`src/rtl/refdiv_pkg.sv`:
```
package refdiv_pkg;

  typedef enum logic [1:0] {
    RG_ALL_A   = 2'b00,
    RG_ALL_B   = 2'b01,
    RG_TXB_RXC = 2'b10,
    RG_TXC_RXB = 2'b11
  } region_e;

  typedef struct packed {
    logic a;
    logic b;
    logic c;
  } tap_set_t;

  typedef struct packed {
    logic tx;
    logic rx;
    logic fr1;
    logic fr2;
  } route_t;

  function automatic route_t route_pick(input region_e rg, input tap_set_t t);
    route_t r;
    case (rg)
      RG_ALL_A:   r = '{tx: t.a, rx: t.a, fr1: t.a, fr2: 1'b0};
      RG_ALL_B:   r = '{tx: t.b, rx: t.b, fr1: t.a, fr2: t.b};
      RG_TXB_RXC: r = '{tx: t.b, rx: t.c, fr1: t.b, fr2: t.c};
      default:    r = '{tx: t.c, rx: t.b, fr1: t.b, fr2: t.c};
    endcase
    return r;
  endfunction

endpackage

```
`src/rtl/refdiv_base.sv`:
```
module refdiv_base #(
  parameter int RATIO_W   = 12,
  parameter int MIN_RATIO = 16,
  parameter int DEF_RATIO = 2048
) (
  input  logic               clk,
  input  logic               rst,
  input  logic               load,
  input  logic [RATIO_W-1:0] ratio_in,
  output logic               hit_o
);
  localparam logic [RATIO_W-1:0] FLOOR = RATIO_W'(MIN_RATIO);
  localparam logic [RATIO_W-1:0] DEFV  = RATIO_W'(DEF_RATIO);

  logic [RATIO_W-1:0] ratio_q;
  logic [RATIO_W-1:0] cnt;
  logic [RATIO_W-1:0] clamped;
  logic               at_end;

  assign clamped = (ratio_in < FLOOR) ? FLOOR : ratio_in;
  assign at_end  = (cnt == ratio_q - RATIO_W'(1));
  assign hit_o   = at_end && !load && !rst;

  always_ff @(posedge clk) begin
    if (rst) begin
      ratio_q <= DEFV;
      cnt     <= '0;
    end else if (load) begin
      ratio_q <= clamped;
      cnt     <= '0;
    end else if (at_end) begin
      cnt <= '0;
    end else begin
      cnt <= cnt + RATIO_W'(1);
    end
  end

  // the running count stays below the active ratio
  a_r3_cnt_bound: assert property (@(posedge clk) disable iff (rst)
    cnt < ratio_q);

  // the active ratio never sits below the floor
  a_r4_ratio_floor: assert property (@(posedge clk) disable iff (rst)
    ratio_q >= FLOOR);

endmodule

```
`src/rtl/refdiv_post.sv`:
```
module refdiv_post #(
  parameter int MOD = 4
) (
  input  logic clk,
  input  logic rst,
  input  logic clear,
  input  logic step,
  output logic hit_o
);
  localparam int CW = (MOD > 1) ? $clog2(MOD) : 1;
  localparam logic [CW-1:0] LAST = CW'(MOD - 1);

  logic [CW-1:0] cnt;

  assign hit_o = step && (cnt == LAST);

  always_ff @(posedge clk) begin
    if (rst || clear) begin
      cnt <= '0;
    end else if (step) begin
      cnt <= (cnt == LAST) ? '0 : cnt + CW'(1);
    end
  end

  // the post count never passes its modulus
  a_r5_post_bound: assert property (@(posedge clk) disable iff (rst)
    cnt <= LAST);

endmodule

```
`src/rtl/refdiv_route.sv`:
```
module refdiv_route
  import refdiv_pkg::*;
(
  input  logic     clk,
  input  logic     rst,
  input  logic     clear,
  input  region_e  region,
  input  tap_set_t taps,
  output logic     tick_a,
  output logic     tick_b,
  output logic     tick_c,
  output logic     ref_tx,
  output logic     ref_rx,
  output logic     tap_fr1,
  output logic     tap_fr2
);
  route_t sel_r;

  assign sel_r = route_pick(region, taps);

  always_ff @(posedge clk) begin
    if (rst || clear) begin
      {tick_a, tick_b, tick_c}            <= '0;
      {ref_tx, ref_rx, tap_fr1, tap_fr2}  <= '0;
    end else begin
      tick_a  <= taps.a;
      tick_b  <= taps.b;
      tick_c  <= taps.c;
      ref_tx  <= sel_r.tx;
      ref_rx  <= sel_r.rx;
      tap_fr1 <= sel_r.fr1;
      tap_fr2 <= sel_r.fr2;
    end
  end

  // a routed reference pulse always coincides with a base tick
  a_r7_tx_on_base: assert property (@(posedge clk) disable iff (rst)
    ref_tx |-> tick_a);
  a_r7_rx_on_base: assert property (@(posedge clk) disable iff (rst)
    ref_rx |-> tick_a);

  // the second tap only pulses together with a divided tick
  a_r8_fr2_divided: assert property (@(posedge clk) disable iff (rst)
    tap_fr2 |-> (tick_b || tick_c));

endmodule

```
`src/rtl/ref_tick_divider.sv`:
```
module ref_tick_divider
  import refdiv_pkg::*;
#(
  parameter int RATIO_W   = 12,
  parameter int MIN_RATIO = 16,
  parameter int DEF_RATIO = 2048,
  parameter int DIV_B     = 4,
  parameter int DIV_C     = 25
) (
  input  logic               clk,
  input  logic               rst,
  input  logic               load,
  input  logic [RATIO_W-1:0] ratio_in,
  input  logic [1:0]         region_in,
  output logic               tick_a,
  output logic               tick_b,
  output logic               tick_c,
  output logic               ref_tx,
  output logic               ref_rx,
  output logic               tap_fr1,
  output logic               tap_fr2
);
  region_e  region_q;
  tap_set_t taps;

  always_ff @(posedge clk) begin
    if (rst)       region_q <= RG_ALL_A;
    else if (load) region_q <= region_e'(region_in);
  end

  refdiv_base #(
    .RATIO_W  (RATIO_W),
    .MIN_RATIO(MIN_RATIO),
    .DEF_RATIO(DEF_RATIO)
  ) u_base (
    .clk     (clk),
    .rst     (rst),
    .load    (load),
    .ratio_in(ratio_in),
    .hit_o   (taps.a)
  );

  refdiv_post #(.MOD(DIV_B)) u_div_b (
    .clk  (clk),
    .rst  (rst),
    .clear(load),
    .step (taps.a),
    .hit_o(taps.b)
  );

  refdiv_post #(.MOD(DIV_C)) u_div_c (
    .clk  (clk),
    .rst  (rst),
    .clear(load),
    .step (taps.a),
    .hit_o(taps.c)
  );

  refdiv_route u_route (
    .clk    (clk),
    .rst    (rst),
    .clear  (load),
    .region (region_q),
    .taps   (taps),
    .tick_a (tick_a),
    .tick_b (tick_b),
    .tick_c (tick_c),
    .ref_tx (ref_tx),
    .ref_rx (ref_rx),
    .tap_fr1(tap_fr1),
    .tap_fr2(tap_fr2)
  );

  // outputs are quiet in the first cycle after reset
  a_r1_quiet_after_reset: assert property (@(posedge clk) disable iff (rst)
    $past(rst) |-> !(tick_a || tick_b || tick_c || ref_tx || ref_rx || tap_fr1 || tap_fr2));

  // divided ticks land on a base tick
  a_r5_b_with_a: assert property (@(posedge clk) disable iff (rst)
    tick_b |-> tick_a);
  a_r5_c_with_a: assert property (@(posedge clk) disable iff (rst)
    tick_c |-> tick_a);

  // the base tick never lasts two cycles
  a_r6_single_pulse: assert property (@(posedge clk) disable iff (rst)
    tick_a |=> !tick_a);

  // the cycle after a load edge carries no pulse
  a_r9_load_clears: assert property (@(posedge clk) disable iff (rst)
    $past(load) |-> !(tick_a || ref_tx || ref_rx));

endmodule

```
`config.mk`:
```
export PLATFORM = sky130hd
export DESIGN_NAME = ref_tick_divider
export DESIGN_NICKNAME = d
export VERILOG_FILES = /design/src/rtl/refdiv_pkg.sv /design/src/rtl/refdiv_base.sv /design/src/rtl/refdiv_post.sv /design/src/rtl/refdiv_route.sv /design/src/rtl/ref_tick_divider.sv
export SDC_FILE = /design/constraint.sdc
export NUM_CORES = 1
export LEC_CHECK = 0
export BUFFER_PORTS_ARGS = -buffer_cell sky130_fd_sc_hd__buf_2
export CORE_MARGIN = 4
export CORE_UTILIZATION = 60
export CTS_CLUSTER_SIZE = 24
export DETAILED_ROUTE_END_ITERATION = 12
export HOLD_SLACK_MARGIN = 0.12
export PLACE_DENSITY = 0.92
export SYNTH_ARGS = -nofsm -noshare
export SYNTH_HDL_FRONTEND = slang
export SYNTH_HIERARCHICAL = 1
export SYNTH_SLANG_ARGS = --single-unit
export TNS_END_PERCENT = 50
```
`constraint.sdc`:
```
create_clock -name clk -period 7.6 [get_ports clk]
set_clock_uncertainty 0.1 [all_clocks]
set_input_delay 0.76 -clock clk [delete_from_list [all_inputs] [get_ports clk]]
set_output_delay 0.76 -clock clk [all_outputs]
set_load 0.05 [all_outputs]
```
# Word-level counts from Yosys, hierarchy flattened
# Index checks and enable logic that the tools add are counted.
# totals
wordCells,35
ff_bits,40
# classes
muxes,4
n_eq_ne,5
n_addsub,4
n_reduce_logical,9
order_cmp,1
# ops
operator,count
$add A12 B1 Y12 const B,1
$eq A12 B12 Y1,1
$lt A12 B5 Y1 const B,1
$mux W12,1
$pmux W4 S3,1
$sub A12 B1 Y12 const B,1
$add A5 B1 Y5 const B,1
$eq A5 B5 Y1 const B,1
$mux W5,1
$eq A2 B2 Y1 const B,2
$logic_and A1 B1 Y1,4
$reduce_or A3 Y1,1
$add A2 B1 Y2 const B,1
$eq A2 B1 Y1 const B,1
$logic_not A1 Y1,2
$logic_not A2 Y1,1
$mux W2,1
$logic_or A1 B1 Y1,1

# Depth between registers and ports, before layout
# logic_depth
depth_word,6
mapped_depth,14

# Modules after synthesis
# Netlist, hierarchy kept.
# by_module_without_submodules
mod,instances,cells_each,seq_area_each_um2,area_per_inst_um2
refdiv_base,1,151,480.5,1350.0
refdiv_route,1,25,140.1,260.2
refdiv_post (u_div_c),1,28,100.1,242.7
refdiv_post (u_div_b),1,9,40.0,101.3
ref_tick_divider,1,6,40.0,67.6

# Worst setup path before layout
# Ideal clock, no wire load.
# synth_path
path_type,register -> register
from,register u_base.ratio_q[0]
to,register u_route.ref_rx
t_arrival_ns,3.030
setup_ns,0.112
setup_slack_ns,4.358
stages_incl_launch_ff,15
t_required_ns,7.388
path_cell_list,dfxtp_1 -> inv_1 -> ha_1 -> clkbuf_2 -> o21ba_1 -> a221oi_1 -> a41o_1 -> nand3_1 -> nor4b_1 -> buf_2 -> nand3b_1 -> nor2_1 -> nand2_1 -> nor3b_1 -> a2111oi_1
# synth_lines
item,line_no,text
start: declaration,refdiv_base.sv:15,logic [RATIO_W-1:0] ratio_q;
start signal: assignment,refdiv_base.sv:29,ratio_q <= clamped;
end signal: assignment,refdiv_route.sv:30,ref_rx <= sel_r.rx;
end: declaration,refdiv_route.sv:13,"output logic ref_rx,"

==> flow_summary.json <==
{
  "slew_viol_final": 0,
  "cts.sinks": 40,
  "grt_pass1_vias": 1492,
  "hold_buffers": 0,
  "status": "completed",
  "drive_gt1_share_pct": 20.6,
  "grtUsageMet1_pct": 24.8,
  "die_x_um": 66.1,
  "met2_usage_pct": 32.9,
  "ys_types": 50,
  "switching_share_pct": 25.7,
  "hold_class": "flip-flop to flip-flop",
  "cts_inserted_buffers": 5,
  "diodes": 0,
  "drc": 0,
  "fmax_ghz": 0.274,
  "layout_setup_ws_ns": 3.95,
  "grt_pass1_wl_um": 6630,
  "cts_setup_buffers": 0,
  "initialDrtViolationCount": 96,
  "gr-total-overflow": 0,
  "ir_drop_uv": 129,
  "yosysWarnings": 6,
  "hold_slack_ns": 0.435,
  "tightest_slew_ns": 1.06,
  "syn-num-nets": 241,
  "ioPinCount": 24,
  "power_frac_seq_pct": 54.1,
  "num_vias": 1616,
  "end_kind": "flip-flop",
  "initial_core_util_pct": 64.6,
  "cts_tree": "yes",
  "drv_cap": 0,
  "hold_viol": 0,
  "fillCellCount": 248,
  "cts.path.max_buffers": 2,
  "grt.total_usage_pct": 19.7,
  "synth_commonest_cells": "40 x dfxtp_1, 29 x nor2_1, 16 x xnor2_1",
  "leakage_nw": 0.851,
  "area_delta_synth_final_pct": 10.8,
  "rsz0062_at_grt": "no",
  "coreArea_um2": 3130,
  "clockRootBuffer": "clkbuf_4",
  "antenna_left": 0,
  "firstDrtPassIters": 4,
  "period_minus_slack_ns": 3.65,
  "cp.arrival_ns": 3.78,
  "grt_max_degree": 22,
  "worst_setup_path_start_kind": "flip-flop",
  "dp_hpwl_um": 2780,
  "vias_per_cell": 5.63,
  "fin_nets": 264,
  "antenna_found_initial": 0,
  "combPwrFrac_pct": 11.3,
  "async_flop_share_pct": 0,
  "clkTransAtPathRegs_ns": 0.13,
  "ys_ff_latch": 40,
  "synth.most_common_cell": "dfxtp_1",
  "synth_edf_count": 0,
  "cp_data_required_time_ns": 7.73,
  "die_y_um": 66.1,
  "post-route-period-util_pct": 48.0,
  "p_int_mw": 0.307,
  "seq_area_frac_synth_pct": 39.6,
  "cp_max_fo": 13,
  "clk_latency_ns": 0.34,
  "yosysTopAreaCell": "dfxtp_1",
  "busiest_layer": "met2",
  "wirelength_um": 3890,
  "syn_inst": 219,
  "num_rows": 20,
  "htree_levels": 2,
  "dieArea_um2": 4360,
  "wl_per_cell_um": 13.5,
  "path_class": "flip-flop to flip-flop",
  "slew_headroom_pct": 29.3,
  "grt.met3_usage_pct": 4.76,
  "avgSynthCellArea_um2": 9.23,
  "synth_area_um2": 2020,
  "ys_top_cells_by_area": "dfxtp_1 40%, xnor2_1 6.9%, mux2i_1 5.4%",
  "p_per_area_nw_per_um2": 185,
  "dp_slack_ns": 4.00,
  "gp_congestion": 0.843,
  "synth_top_flop_cell": "dfxtp_1",
  "clkPwrFrac_pct": 34.6,
  "portBuffers": 23,
  "setup_viol": 0,
  "synth_top_area_share_pct": 39.6,
  "p_switching_mw": 0.106,
  "tns_ns": 0,
  "cts-resized-gates": 0
}
==> power groups by stage <==
stage | combinational, mW | sequential (mW) | clock [mW]
after floorplan | 0.0338 | 0.227 | 0
after global placement | 0.0449 | 0.228 | 0
after detailed placement | 0.0465 | 0.228 | 0
after CTS | 0.0469 | 0.223 | 0.146
after global routing | 0.0521 | 0.225 | 0.158
final | 0.0469 | 0.224 | 0.143
==> logic make-up after synthesis <==
kind of cell	count (synthesis)	share of synthesized area (%)
and+or+nand+nor	99	26.6
DFF	40	39.6
xor gates and xnor gates	28	12.1
AOI/OAI and AO/OA	22	9.53
buffers and inverters	14	3.59
muxes	11	5.45
adders and majority gates	5	3.09
==> layout make-up <==
cell class                      instances  area [µm²]  area share, %
Clock inverter                          3        47.5           2.12
Multi-Input combinational cell        165        1150           51.5
Inverter                                6        22.5           1.01
Tap cell                               44        55.1           2.46
Sequential cell                        40         801           35.7
Timing Repair Buffer                   24         123           5.47
Clock buffer                            5        37.5           1.68
==> stage by stage <==
stage               instances  utilization [%]  cell area, µm²  power, mW
floorplan                 219                -            2020      0.261
global placement          279             68.9            2160      0.273
detailed placement        279             68.9            2160      0.275
CTS                       287             71.6            2240      0.416
global route              287             71.6            2240      0.435
finish                    287             71.6            2240      0.414
==> layer usage <==
metal,up-vias,wire length (µm)
li1,805,-
met1,766,1770
met2,43,1890
met3,2,193
met4,0,27
met5,-,0
==> final timing paths <==
path	start	to	slack [ns]	cells past startpoint
hold / removal	u_base/cnt[0]	u_base/cnt[0]	0.43	1
setup / recovery	u_base/ratio_q[0]	u_route/ref_rx	3.95	12
setup reg to reg	u_base/ratio_q[0]	u_route/ref_rx	3.95	12
hold reg to reg	u_base/cnt[0]	u_base/cnt[0]	0.43	1
==> critical path, cell delays in order (launching register included) <==
cell and delay (ns):
dfxtp_1 0.45, inv_1 0.07, ha_1 0.30, o21ba_1 0.20, a221oi_1 0.29, a41o_1 0.15, nand3_1 0.12, nor4b_2 0.93
nand3b_1 0.18, nor2_1 0.22, nand2_1 0.09, nor3b_1 0.14, a2111oi_1 0.29
==> flip-flops by register name, summed over array words and instances, names as in the netlist <==
name             flops
u_route/tap_fr1      1
u_div_c/cnt          5
u_route/ref_tx       1
region_q             2
u_div_b/cnt          2
u_base/cnt          12
u_route/tick_a       1
u_route/tap_fr2      1
u_route/tick_b       1
u_route/ref_rx       1
u_route/tick_c       1
u_base/ratio_q      12
==> placed cells by master (no fill, tap or decap), types with 2 or more instances in the layout <==
cell type	synthesis	layout
a22o_1	4	4
nand3_1	8	8
o21ai_0	2	2
clkbuf_4	0	5
nand2_1	11	11
xnor2_1	16	16
inv_1	6	6
nand4_1	7	7
buf_2	3	23
or4_1	2	2
nor3_1	8	8
nor2_1	29	29
nor2b_1	3	3
clkinv_4	0	2
nor3b_1	2	2
and2_1	6	6
mux2i_1	11	11
nor2_2	10	10
dfxtp_1	40	40
xor2_1	12	12
ha_1	5	5
Note: power is estimated with default switching activity, not from simulation.
